<file path="src/rtl/gom_pkg.sv">
package gom_pkg;
  typedef enum logic [1:0] {DIV_IDLE, DIV_RUN, DIV_DONE} div_state_e;

  function automatic bit count_in_range(input int unsigned n, input int unsigned max_n);
    return (n != 0) && (n <= max_n);
  endfunction
endpackage

</file>
<file path="src/rtl/gom_cond.sv">
module gom_cond #(
  parameter int NUM_REGS = 4,
  parameter int DATA_W   = 8
) (
  input  logic [NUM_REGS*DATA_W-1:0] d_i,
  input  logic [NUM_REGS*DATA_W-1:0] q_i,
  input  logic [NUM_REGS-1:0]        mask_i,
  output logic [NUM_REGS-1:0]        reg_gate_o,
  output logic                       agg_gate_o
);
  for (genvar g = 0; g < NUM_REGS; g++) begin : g_reg
    assign reg_gate_o[g] = &(d_i[g*DATA_W +: DATA_W] ~^ q_i[g*DATA_W +: DATA_W]);
  end

  // masked members never block the shared clock
  assign agg_gate_o = &(reg_gate_o | mask_i);
endmodule

</file>
<file path="src/rtl/gom_window.sv">
module gom_window import gom_pkg::*; #(
  parameter int MAX_N = 65536,
  parameter int CNT_W = 17
) (
  input  logic             clk_i,
  input  logic             rst_ni,
  input  logic             start_i,
  input  logic [CNT_W-1:0] n_i,
  input  logic             sample_i,
  output logic             clear_o,
  output logic             accept_o,
  output logic             active_o,
  output logic             done_o,
  output logic [CNT_W-1:0] n_q_o
);
  logic [CNT_W-1:0] seen_q;
  logic             last_sample;

  assign clear_o     = start_i && count_in_range(32'(n_i), MAX_N);
  assign accept_o    = active_o && sample_i && !clear_o;
  assign last_sample = (seen_q == n_q_o - CNT_W'(1));

  always_ff @(posedge clk_i or negedge rst_ni) begin
    if (!rst_ni) begin
      active_o <= 1'b0;
      done_o   <= 1'b0;
      seen_q   <= '0;
      n_q_o    <= CNT_W'(1);
    end else begin
      done_o <= 1'b0;
      if (clear_o) begin
        active_o <= 1'b1;
        seen_q   <= '0;
        n_q_o    <= n_i;
      end else if (accept_o) begin
        seen_q <= seen_q + CNT_W'(1);
        if (last_sample) begin
          active_o <= 1'b0;
          done_o   <= 1'b1;
        end
      end
    end
  end
endmodule

</file>
<file path="src/rtl/gom_divider.sv">
module gom_divider import gom_pkg::*; #(
  parameter int CNT_W  = 17,
  parameter int FRAC_W = 8
) (
  input  logic              clk_i,
  input  logic              rst_ni,
  input  logic              launch_i,
  input  logic              abort_i,
  input  logic [CNT_W-1:0]  num_i,
  input  logic [CNT_W-1:0]  den_i,
  output logic [FRAC_W:0]   quo_o,
  output logic              valid_o
);
  localparam int RAT_W  = FRAC_W + 1;
  localparam int DVD_W  = CNT_W + FRAC_W;
  localparam int STEP_W = $clog2(DVD_W + 1);

  div_state_e        state_q;
  logic [DVD_W-1:0]  dvd_q;
  logic [CNT_W-1:0]  rem_q;
  logic [RAT_W-1:0]  quo_q;
  logic [STEP_W-1:0] steps_q;
  logic [CNT_W:0]    trial;
  logic              fits;
  logic [CNT_W-1:0]  rem_nxt;

  // restoring division, one quotient bit per cycle
  always_comb begin
    trial   = {rem_q, dvd_q[DVD_W-1]};
    fits    = (trial >= {1'b0, den_i});
    rem_nxt = fits ? CNT_W'(trial - {1'b0, den_i}) : trial[CNT_W-1:0];
  end

  always_ff @(posedge clk_i or negedge rst_ni) begin
    if (!rst_ni) begin
      state_q <= DIV_IDLE;
      dvd_q   <= '0;
      rem_q   <= '0;
      quo_q   <= '0;
      steps_q <= '0;
    end else if (abort_i) begin
      state_q <= DIV_IDLE;
    end else if (launch_i) begin
      state_q <= DIV_RUN;
      dvd_q   <= {num_i, {FRAC_W{1'b0}}};
      rem_q   <= '0;
      quo_q   <= '0;
      steps_q <= STEP_W'(DVD_W);
    end else if (state_q == DIV_RUN) begin
      dvd_q   <= dvd_q << 1;
      rem_q   <= rem_nxt;
      quo_q   <= {quo_q[RAT_W-2:0], fits};
      steps_q <= steps_q - STEP_W'(1);
      if (steps_q == STEP_W'(1)) state_q <= DIV_DONE;
    end
  end

  assign quo_o   = quo_q;
  assign valid_o = (state_q == DIV_DONE);
endmodule

</file>
<file path="src/rtl/gate_opp_monitor.sv">
module gate_opp_monitor import gom_pkg::*; #(
  parameter int NUM_REGS = 4,
  parameter int DATA_W   = 8,
  parameter int MAX_N    = 65536,
  parameter int FRAC_W   = 8,
  parameter int CNT_W    = $clog2(MAX_N + 1)
) (
  input  logic                         clk_i,
  input  logic                         rst_ni,
  input  logic                         start_i,
  input  logic [CNT_W-1:0]             n_i,
  input  logic [NUM_REGS-1:0]          mask_i,
  input  logic                         sample_i,
  input  logic [NUM_REGS*DATA_W-1:0]   d_i,
  input  logic [NUM_REGS*DATA_W-1:0]   q_i,
  output logic                         busy_o,
  output logic                         done_o,
  output logic [NUM_REGS*CNT_W-1:0]    reg_cnt_o,
  output logic [CNT_W-1:0]             agg_cnt_o,
  output logic [NUM_REGS*(FRAC_W+1)-1:0] reg_ratio_o,
  output logic [FRAC_W:0]              agg_ratio_o,
  output logic                         ratio_valid_o
);
  localparam int NUM_CNT = NUM_REGS + 1;
  localparam int RAT_W   = FRAC_W + 1;

  logic [NUM_REGS-1:0] reg_gate;
  logic                agg_gate;
  logic                clear, accept;
  logic [CNT_W-1:0]    n_q;
  logic [NUM_CNT-1:0]  cnt_inc;
  logic [NUM_CNT-1:0]  div_valid;
  logic [CNT_W-1:0]    cnt_q   [NUM_CNT];
  logic [RAT_W-1:0]    ratio_w [NUM_CNT];

  gom_cond #(.NUM_REGS(NUM_REGS), .DATA_W(DATA_W)) u_cond (
    .d_i(d_i), .q_i(q_i), .mask_i(mask_i),
    .reg_gate_o(reg_gate), .agg_gate_o(agg_gate)
  );

  gom_window #(.MAX_N(MAX_N), .CNT_W(CNT_W)) u_window (
    .clk_i(clk_i), .rst_ni(rst_ni), .start_i(start_i), .n_i(n_i),
    .sample_i(sample_i), .clear_o(clear), .accept_o(accept),
    .active_o(busy_o), .done_o(done_o), .n_q_o(n_q)
  );

  // slot NUM_REGS holds the aggregate
  assign cnt_inc = {agg_gate, reg_gate};

  for (genvar g = 0; g < NUM_CNT; g++) begin : g_cnt
    always_ff @(posedge clk_i or negedge rst_ni) begin
      if (!rst_ni)                     cnt_q[g] <= '0;
      else if (clear)                  cnt_q[g] <= '0;
      else if (accept && cnt_inc[g])   cnt_q[g] <= cnt_q[g] + CNT_W'(1);
    end

    gom_divider #(.CNT_W(CNT_W), .FRAC_W(FRAC_W)) u_div (
      .clk_i(clk_i), .rst_ni(rst_ni), .launch_i(done_o), .abort_i(clear),
      .num_i(cnt_q[g]), .den_i(n_q), .quo_o(ratio_w[g]), .valid_o(div_valid[g])
    );
  end

  for (genvar g = 0; g < NUM_REGS; g++) begin : g_out
    assign reg_cnt_o[g*CNT_W +: CNT_W]   = cnt_q[g];
    assign reg_ratio_o[g*RAT_W +: RAT_W] = ratio_w[g];
  end

  assign agg_cnt_o     = cnt_q[NUM_REGS];
  assign agg_ratio_o   = ratio_w[NUM_REGS];
  assign ratio_valid_o = &div_valid;
endmodule

</file>
<file path="config.mk">
export PLATFORM = sky130hd
export DESIGN_NAME = gate_opp_monitor
export DESIGN_NICKNAME = d
export VERILOG_FILES = /design/src/rtl/gom_pkg.sv /design/src/rtl/gom_cond.sv /design/src/rtl/gom_window.sv /design/src/rtl/gom_divider.sv /design/src/rtl/gate_opp_monitor.sv
export SDC_FILE = /design/constraint.sdc
export NUM_CORES = 1
export LEC_CHECK = 0
export BUFFER_PORTS_ARGS = -buffer_cell sky130_fd_sc_hd__buf_2
export CORE_AREA = 4 4 231 233
export CTS_BUF_LIST = sky130_fd_sc_hd__clkbuf_8
export DETAILED_ROUTE_END_ITERATION = 6
export DIE_AREA = 0 0 235 237
export MAX_ROUTING_LAYER = met4
export SLEW_MARGIN = 30
export SYNTH_ARGS = -nofsm -noshare
export SYNTH_HDL_FRONTEND = slang
export SYNTH_HIERARCHICAL = 1
export SYNTH_SLANG_ARGS = --single-unit
</file>
<file path="constraint.sdc">
create_clock -name clk_i -period 3.6 [get_ports clk_i]
set_input_delay 0.18 -clock clk_i [delete_from_list [all_inputs] [get_ports clk_i]]
set_output_delay 0.18 -clock clk_i [all_outputs]
set_load 0.01 [all_outputs]
</file>
# After elaboration in Yosys (flattened, before gate mapping)
# Cells that the tools add are included.
[word_totals] reg_bits=411 out_inout_bits=133
[op_classes] add_sub_neg=17 magnitude_cmp=6 eq_ne=16 n_mux=83 bitwise_logic=6 reduce_logical=50
[op_table] operator="two-way mux 17 bit" count=27
[op_table] operator="two-way mux 25 bit" count=10
[op_table] operator="adder 17 x 1 -> 17 bit (second input constant)" count=6
[op_table] operator=">= comparator 18 x 17 -> 1 bit" count=5
[op_table] operator="two-way mux 9 bit" count=10
[op_table] operator="subtractor 17 bit" count=5
[op_table] operator="two-way mux 5 bit" count=10
[op_table] operator="two-way mux 2 bit" count=20
[op_table] operator="AND reduction 8 bit" count=4
[op_table] operator="XNOR 8 bit" count=4
[op_table] operator="nonzero test 3 bit" count=10
[op_table] operator="equality test 5 x 1 -> 1 bit (second input constant)" count=5
[op_table] operator="subtractor 5 x 1 -> 5 bit (second input constant)" count=5
[op_table] operator="nonzero test 2 bit" count=12
[op_table] operator="AND reduction 2 bit" count=11
[op_table] operator="equality test 17 bit" count=1
[op_table] operator="less-or-equal comparator 17 bit (second input constant)" count=1
[op_table] operator="nonzero test 17 bit" count=1
[op_table] operator="subtractor 17 x 1 -> 17 bit (second input constant)" count=1
[op_table] operator="equality test 2 x 1 -> 1 bit (second input constant)" count=5
[op_table] operator="equality test 2 bit (second input constant)" count=5
[op_table] operator="logical AND 1 bit" count=9
[op_table] operator="two-way mux 1 bit" count=6
[op_table] operator="AND reduction 5 bit" count=1
[op_table] operator="4 further kinds" count=4

# Depth between registers and ports, before layout
[logic_depth] depth_word=8 ltp_mapped=11 depth_no_buf=10

# Cells and area by module
# Netlist, hierarchy kept.
[modules_own_cells] mod="gom_divider (g_cnt[1].u_div ...)" instances=4 cells_per_inst=365 area_each_um2=3253.1
[modules_own_cells] mod="gate_opp_monitor" instances=1 cells_per_inst=452 area_each_um2=4289.1
[modules_own_cells] mod="gom_divider (g_cnt[0].u_div)" instances=1 cells_per_inst=351 area_each_um2=3131.8
[modules_own_cells] mod="gom_window" instances=1 cells_per_inst=219 area_each_um2=2120.8
[modules_own_cells] mod="gom_cond" instances=1 cells_per_inst=49 area_each_um2=384.1

# Worst setup path after synthesis
# OpenSTA, ideal clock, no wires.
[synth_path] path_type="input -> register" start="in n_i[8]" end="reg g_cnt[1].u_div.dvd_q[23]" arrival_ns=3.289 slack_ns=0.228 cell_stages=11 path_buffers=5 path_cell_list="nor4_1 nand4_1 mux2i_1 clkbuf_1 buf_1 or2_2 clkbuf_1 clkbuf_1 buf_2 nand2_1 o21ai_0"
[synth_between] elab_chain_cells=5 word_cells_on_any_way=6 cone_classes="order compare: 1; bitwise: 1; reduce/logical: 4"
[synth_lines] item="start, declared" line_no="gate_opp_monitor.sv:11" rtl="input logic [CNT_W-1:0] n_i,"
[synth_lines] item="less-or-equal comparator 17 bit / nonzero test 17 bit (equally long branches)" line_no="gom_pkg.sv:5" rtl="return (n != 0) && (n <= max_n);"
[synth_lines] item="logical AND 1 bit *" line_no="gom_pkg.sv:5"
[synth_lines] item="logical AND 1 bit *" line_no="gom_window.sv:19" rtl="assign clear_o = start_i && count_in_range(32'(n_i), MAX_N);"
[synth_lines] item="net clear" line_no="gate_opp_monitor.sv:29" rtl="logic clear, accept;"
[synth_lines] item="inverter 1 bit (no source line) *"
[synth_lines] item="AND reduction 2 bit (no source line) *"
[synth_lines] item="end signal, assigned" line_no="gom_divider.sv:45" rtl="dvd_q <= {num_i, {FRAC_W{1'b0}}};"
[synth_lines] item="end signal, assigned" line_no="gom_divider.sv:50" rtl="dvd_q <= dvd_q << 1;"
[synth_lines] item="end, declared" line_no="gom_divider.sv:19" rtl="logic [DVD_W-1:0] dvd_q;"
# The timed path passes the listed nets; every way through them passes the cells marked *.
# A chain may end at the register's enable or synchronous reset.

# Worst setup path in the final report
[layout_path] start="reg u_window.n_q_o[7]" end="reg g_cnt[4].u_div.rem_q[8]"
[layout_between] elab_chain_cells=4 word_cells_on_any_way=5 cone_classes="add/sub: 1; order compare: 1; mux: 3"
[layout_lines] item="start, declared" line_no="gom_window.sv:14" rtl="output logic [CNT_W-1:0] n_q_o"
[layout_lines] item="start signal, assigned" line_no="gom_window.sv:34" rtl="n_q_o <= n_i;"
[layout_lines] item="subtractor 17 bit / >= comparator 18 x 17 -> 1 bit (equally long branches)" line_no="gom_divider.sv:31, gom_divider.sv:30"
[layout_lines] item="two-way mux 17 bit *" line_no="gom_divider.sv:31" rtl="rem_nxt = fits ? CNT_W'(trial - {1'b0, den_i}) : trial[CNT_W-1:0];"
[layout_lines] item="two-way mux 17 bit *" line_no="gom_divider.sv:49" rtl="end else if (state_q == DIV_RUN) begin"
[layout_lines] item="two-way mux 17 bit *" line_no="gom_divider.sv:43" rtl="end else if (launch_i) begin"
[layout_lines] item="end signal, assigned" line_no="gom_divider.sv:51" rtl="rem_q <= rem_nxt;"
[layout_lines] item="end, declared" line_no="gom_divider.sv:20" rtl="logic [CNT_W-1:0] rem_q;"
# Mark *: on every way between the ends. The rest lies on a longest branch, timed or not. The select of a mux whose other input is x is not followed.

==> impl_metrics.tcl <==
set metrics [dict create \
    io_pins 222 \
    synth_xor_area_share_pct 7.22 \
    die_w_um 235 \
    worstPathRequired_ns 4.11 \
    comb_power_share_pct 27.1 \
    synth_cell_types 77 \
    post_cts_resized 0 \
    synth-adder-area-share_pct 6.00 \
    outcome "finished, final reports clean" \
    grt_pass1_wl_um 104000 \
    syn_avg_cell_area_um2 9.06 \
    dieHeight_um 237 \
    vias 19800 \
    netlist_instances 2531 \
    sw_frac_of_total_pct 34.5 \
    drt_pass1_iterations 7 \
    synthArstFlopShare_pct 100 \
    final_antenna_net_count 0 \
    p_sw_uw 4690 \
    htreeDepth 3 \
    initial_core_util_pct 44.8 \
    critical_path.max_fanout 31 \
    grt.overflow.total 0 \
    multi_input_area_um2 12600 \
    wl_per_cell_um 18.1 \
    cts.sinks 371 \
    synth_seq_area_share_pct 40.5 \
    synth.top_cell.area_share_pct 40.4 \
    rsz0062_at_grt "false" \
    drt_iter0_markers 1225 \
    end_kind "register" \
    hp-class "input port to async pin" \
    powerDensity_nw_per_um2 512 \
    cts_tree "yes" \
    tns_ns 0 \
    drive_gt1_share_pct 15.7 \
    crit_slowest_cell "dfrtp_1" \
    period_share_pct 86.9 \
    clock-skew-final_ns 0.0274 \
    synth-simple-area-share_pct 18.9 \
    grt_start_max_net_pins 114 \
    synth_seq_cells 371 \
    syn_area_um2 22900 \
    dp_hpwl_um 44200 \
    cts_buffers 69 \
    intPower_uw 8900 \
    n_fill_cell 4786 \
    first_global_vias 20000 \
    yosysWarnings 6 \
    pre_cts_slack_ns 0.474 \
    drc 0 \
    synth_edf_count 0 \
    utilization_pct 51.9 \
    die_area_um2 55700 \
    worst-slew-pin-transition_ns 0.867 \
    final-setup-viol-count 0 \
    clock_latency_ns 0.66 \
    p_leak_uw 0.0124 \
    p_total_uw 13600 \
    synth_area_leaders "dfrtp_1 40%, ha_1 5.6%, nand2_1 4.7%, xnor2_1 4.6%, mux2i_1 4.1%" \
    synthesis.nets 2727 \
    vias_per_cell 5.66 \
    crit_arrival_ns 3.64 \
    clockBufferDepth 3 \
    crit_chain "buf_4 -> inv_1 -> ha_1 -> a211o_1 -> a21o_1 -> a21oi_1 -> o211a_2 -> mux2i_1 -> o21ai_0" \
    area_growth_pct 15.8 \
    min_period_ns 3.13 \
    fmax_ghz 0.320 \
    num_rows 83 \
    start_kind "register" \
    cts.clk_slew.worst_paths_ns 0.06 \
    power.share.sequential_pct 40.0 \
    seqCellArea_um2 9290 \
    synth_top_area_cell "dfrtp_1" \
    max_stage_delay_ns 0.68 \
    synth_ff_type "dfrtp_1" \
    maxSlewViolCount 0 \
    root_buffer "clkbuf_8" \
    synth_compound_area_share_pct 17.4 \
    grt_antenna_before_repair 1 \
    critPathKind "register to register" \
    slew_headroom_pct 42.2 \
    hold_viol_final 0 \
    totalWireLength_um 63300 \
    synth_top_family_by_area "simple AND/OR/NAND/NOR gates" \
    worst_slack_ns 0.472 \
    grtUsageTotal_pct 23.0 \
    core_um2 51200 \
    clkPwrFrac_pct 32.9 \
    port_buffers 221 \
    ir_drop_uv 279 \
    gp_congestion 0.897 \
    timing.max_cap.violations 0 \
    layout.nets 2964 \
    synth_mux_area_share_pct 5.18 \
]
[registers in the layout, indices dropped and copies added, names as in the netlist, 17 cells and up]
signal	flops
g_cnt.u_div/dvd_q	85
g_cnt.u_div/rem_q	85
reg_cnt_o	68
g_cnt.u_div/quo_o	45
g_cnt.u_div/steps_q	25
agg_cnt_o	17
u_window/n_q_o	17
u_window/seen_q	17
[metal layers]
layer	vias up	track usage [%]	wire (um)
li1	9571	-	-
met1	9656	29.5	28600
met2	464	37.0	30100
met3	128	3.59	2730
met4	0	8.90	1890
met5	-	-	0
[worst max-delay path, delay by kind of cell (launching register included)]
kind                       cells  cell delay, ns
AOI/OAI and AO/OA              5            1.37
DFF                            1            0.68
adders and majority gates      1            0.38
buffers and inverters          2            0.31
muxes                          1            0.26
[through the flow]
step                      hold slack (ns)  cell area, um^2  instances
after floorplan                    -0.116            22900       2531
after global placement              0.345            24800       3355
after detailed placement            0.351            24800       3355
after CTS                          0.0103            26500       3501
after global routing               0.0356            26600       3503
final                              0.0320            26600       3503
[layout by cell type (no fill, tap or decap), types with 10 or more instances in the layout]
cell type / instances
o22ai_1: 10
a21o_1: 26
mux2i_1: 93
o21a_1: 26
o211ai_1: 13
nor2b_1: 33
inv_1: 161
o21ai_0: 155
xor2_1: 69
or3_1: 15
nor2_1: 195
nand4b_1: 11
and3_1: 14
or4_1: 11
mux2_2: 22
a22o_1: 45
nor3_1: 38
buf_2: 220
nand2b_1: 33
ha_1: 102
o311ai_0: 33
nand3_1: 101
a31oi_1: 16
clkbuf_8: 93
dfrtp_1: 369
a21oi_1: 136
xnor2_1: 120
nor4_1: 29
dlygate4sd3_1: 21
buf_4: 39
nand2_1: 286
a32oi_1: 36
nand4_1: 50
o31ai_1: 26
[Yosys cell counts (all sizes together) (10+ instances only)]
cell	number
inv	146
nor3	39
xnor2	120
clkbuf	77
nand4b	11
o21ai	158
a22o	45
nand2b	33
a21oi	137
nor4	35
a32oi	36
nor2b	33
nand4	57
o31ai	26
o21a	26
o311ai	39
mux2	22
nand3	102
nor2	196
mux2i	94
nand2	287
ha	102
or4	11
and3	14
and4	10
o22ai	10
a31oi	16
a21o	26
xor2	69
buf	45
and2	12
or3	15
dfrtp	370
o211ai	13
[cells by family (layout without fill, tap and decap cells)]
family,count (synthesis),count (layout)
simple gates,880,880
compound gates,600,600
flops,371,371
buf+inv,268,559
xor+xnor,189,189
mux,116,116
fa+ha+maj,107,107
other cells,0,1
[final timing paths]
path                                                      startpoint                                     to  slack, ns  cells past startpoint
worst max-delay path                   u_window/n_q_o[7]$_DFFE_PN0P_    g_cnt[4].u_div/rem_q[8]$_DFFE_PN0P_       0.47                      9
worst min-delay path                                          rst_ni              reg_cnt_o[36]$_DFFE_PN0P_       0.03                      2
worst max register to register         u_window/n_q_o[7]$_DFFE_PN0P_    g_cnt[4].u_div/rem_q[8]$_DFFE_PN0P_       0.47                      9
worst min register to register  g_cnt[2].u_div/dvd_q[11]$_DFFE_PN0P_   g_cnt[2].u_div/dvd_q[11]$_DFFE_PN0P_       0.48                      2
max in group asynchronous                                     rst_ni  g_cnt[3].u_div/state_q[1]$_DFFE_PN0P_       2.41                      4
min in group clk_i                                           d_i[15]              reg_cnt_o[18]$_DFFE_PN0P_       0.06                      6
[timing repair]
item | in CTS | in global routing
endpoints found under the hold margin | 123 | 0
hold buffers | 21 | 0
buffers inserted | 0 | 0
[final cells by class]
type / instances / share of cell area, %
inverters: 146 / 2.06
repair buffers: 288 / 6.65
clock inverters: 32 / 0.928
diodes: 1 / 0.00942
clock buffers: 93 / 4.82
well taps: 680 / 3.20
multi-input cells: 1892 / 47.3
flip-flops and latches: 371 / 35.0
[power by group through the flow]
stage | Clock (uW) | Sequential, uW | Combinational, uW
after global placement | 0 | 5490 | 3540
after global routing | 4810 | 5520 | 4190
after floorplan | 0 | 5260 | 2850
final | 4460 | 5440 | 3690
after CTS | 4610 | 5430 | 3670
after detailed placement | 0 | 5500 | 3640
(Power assumes the default switching activity.)
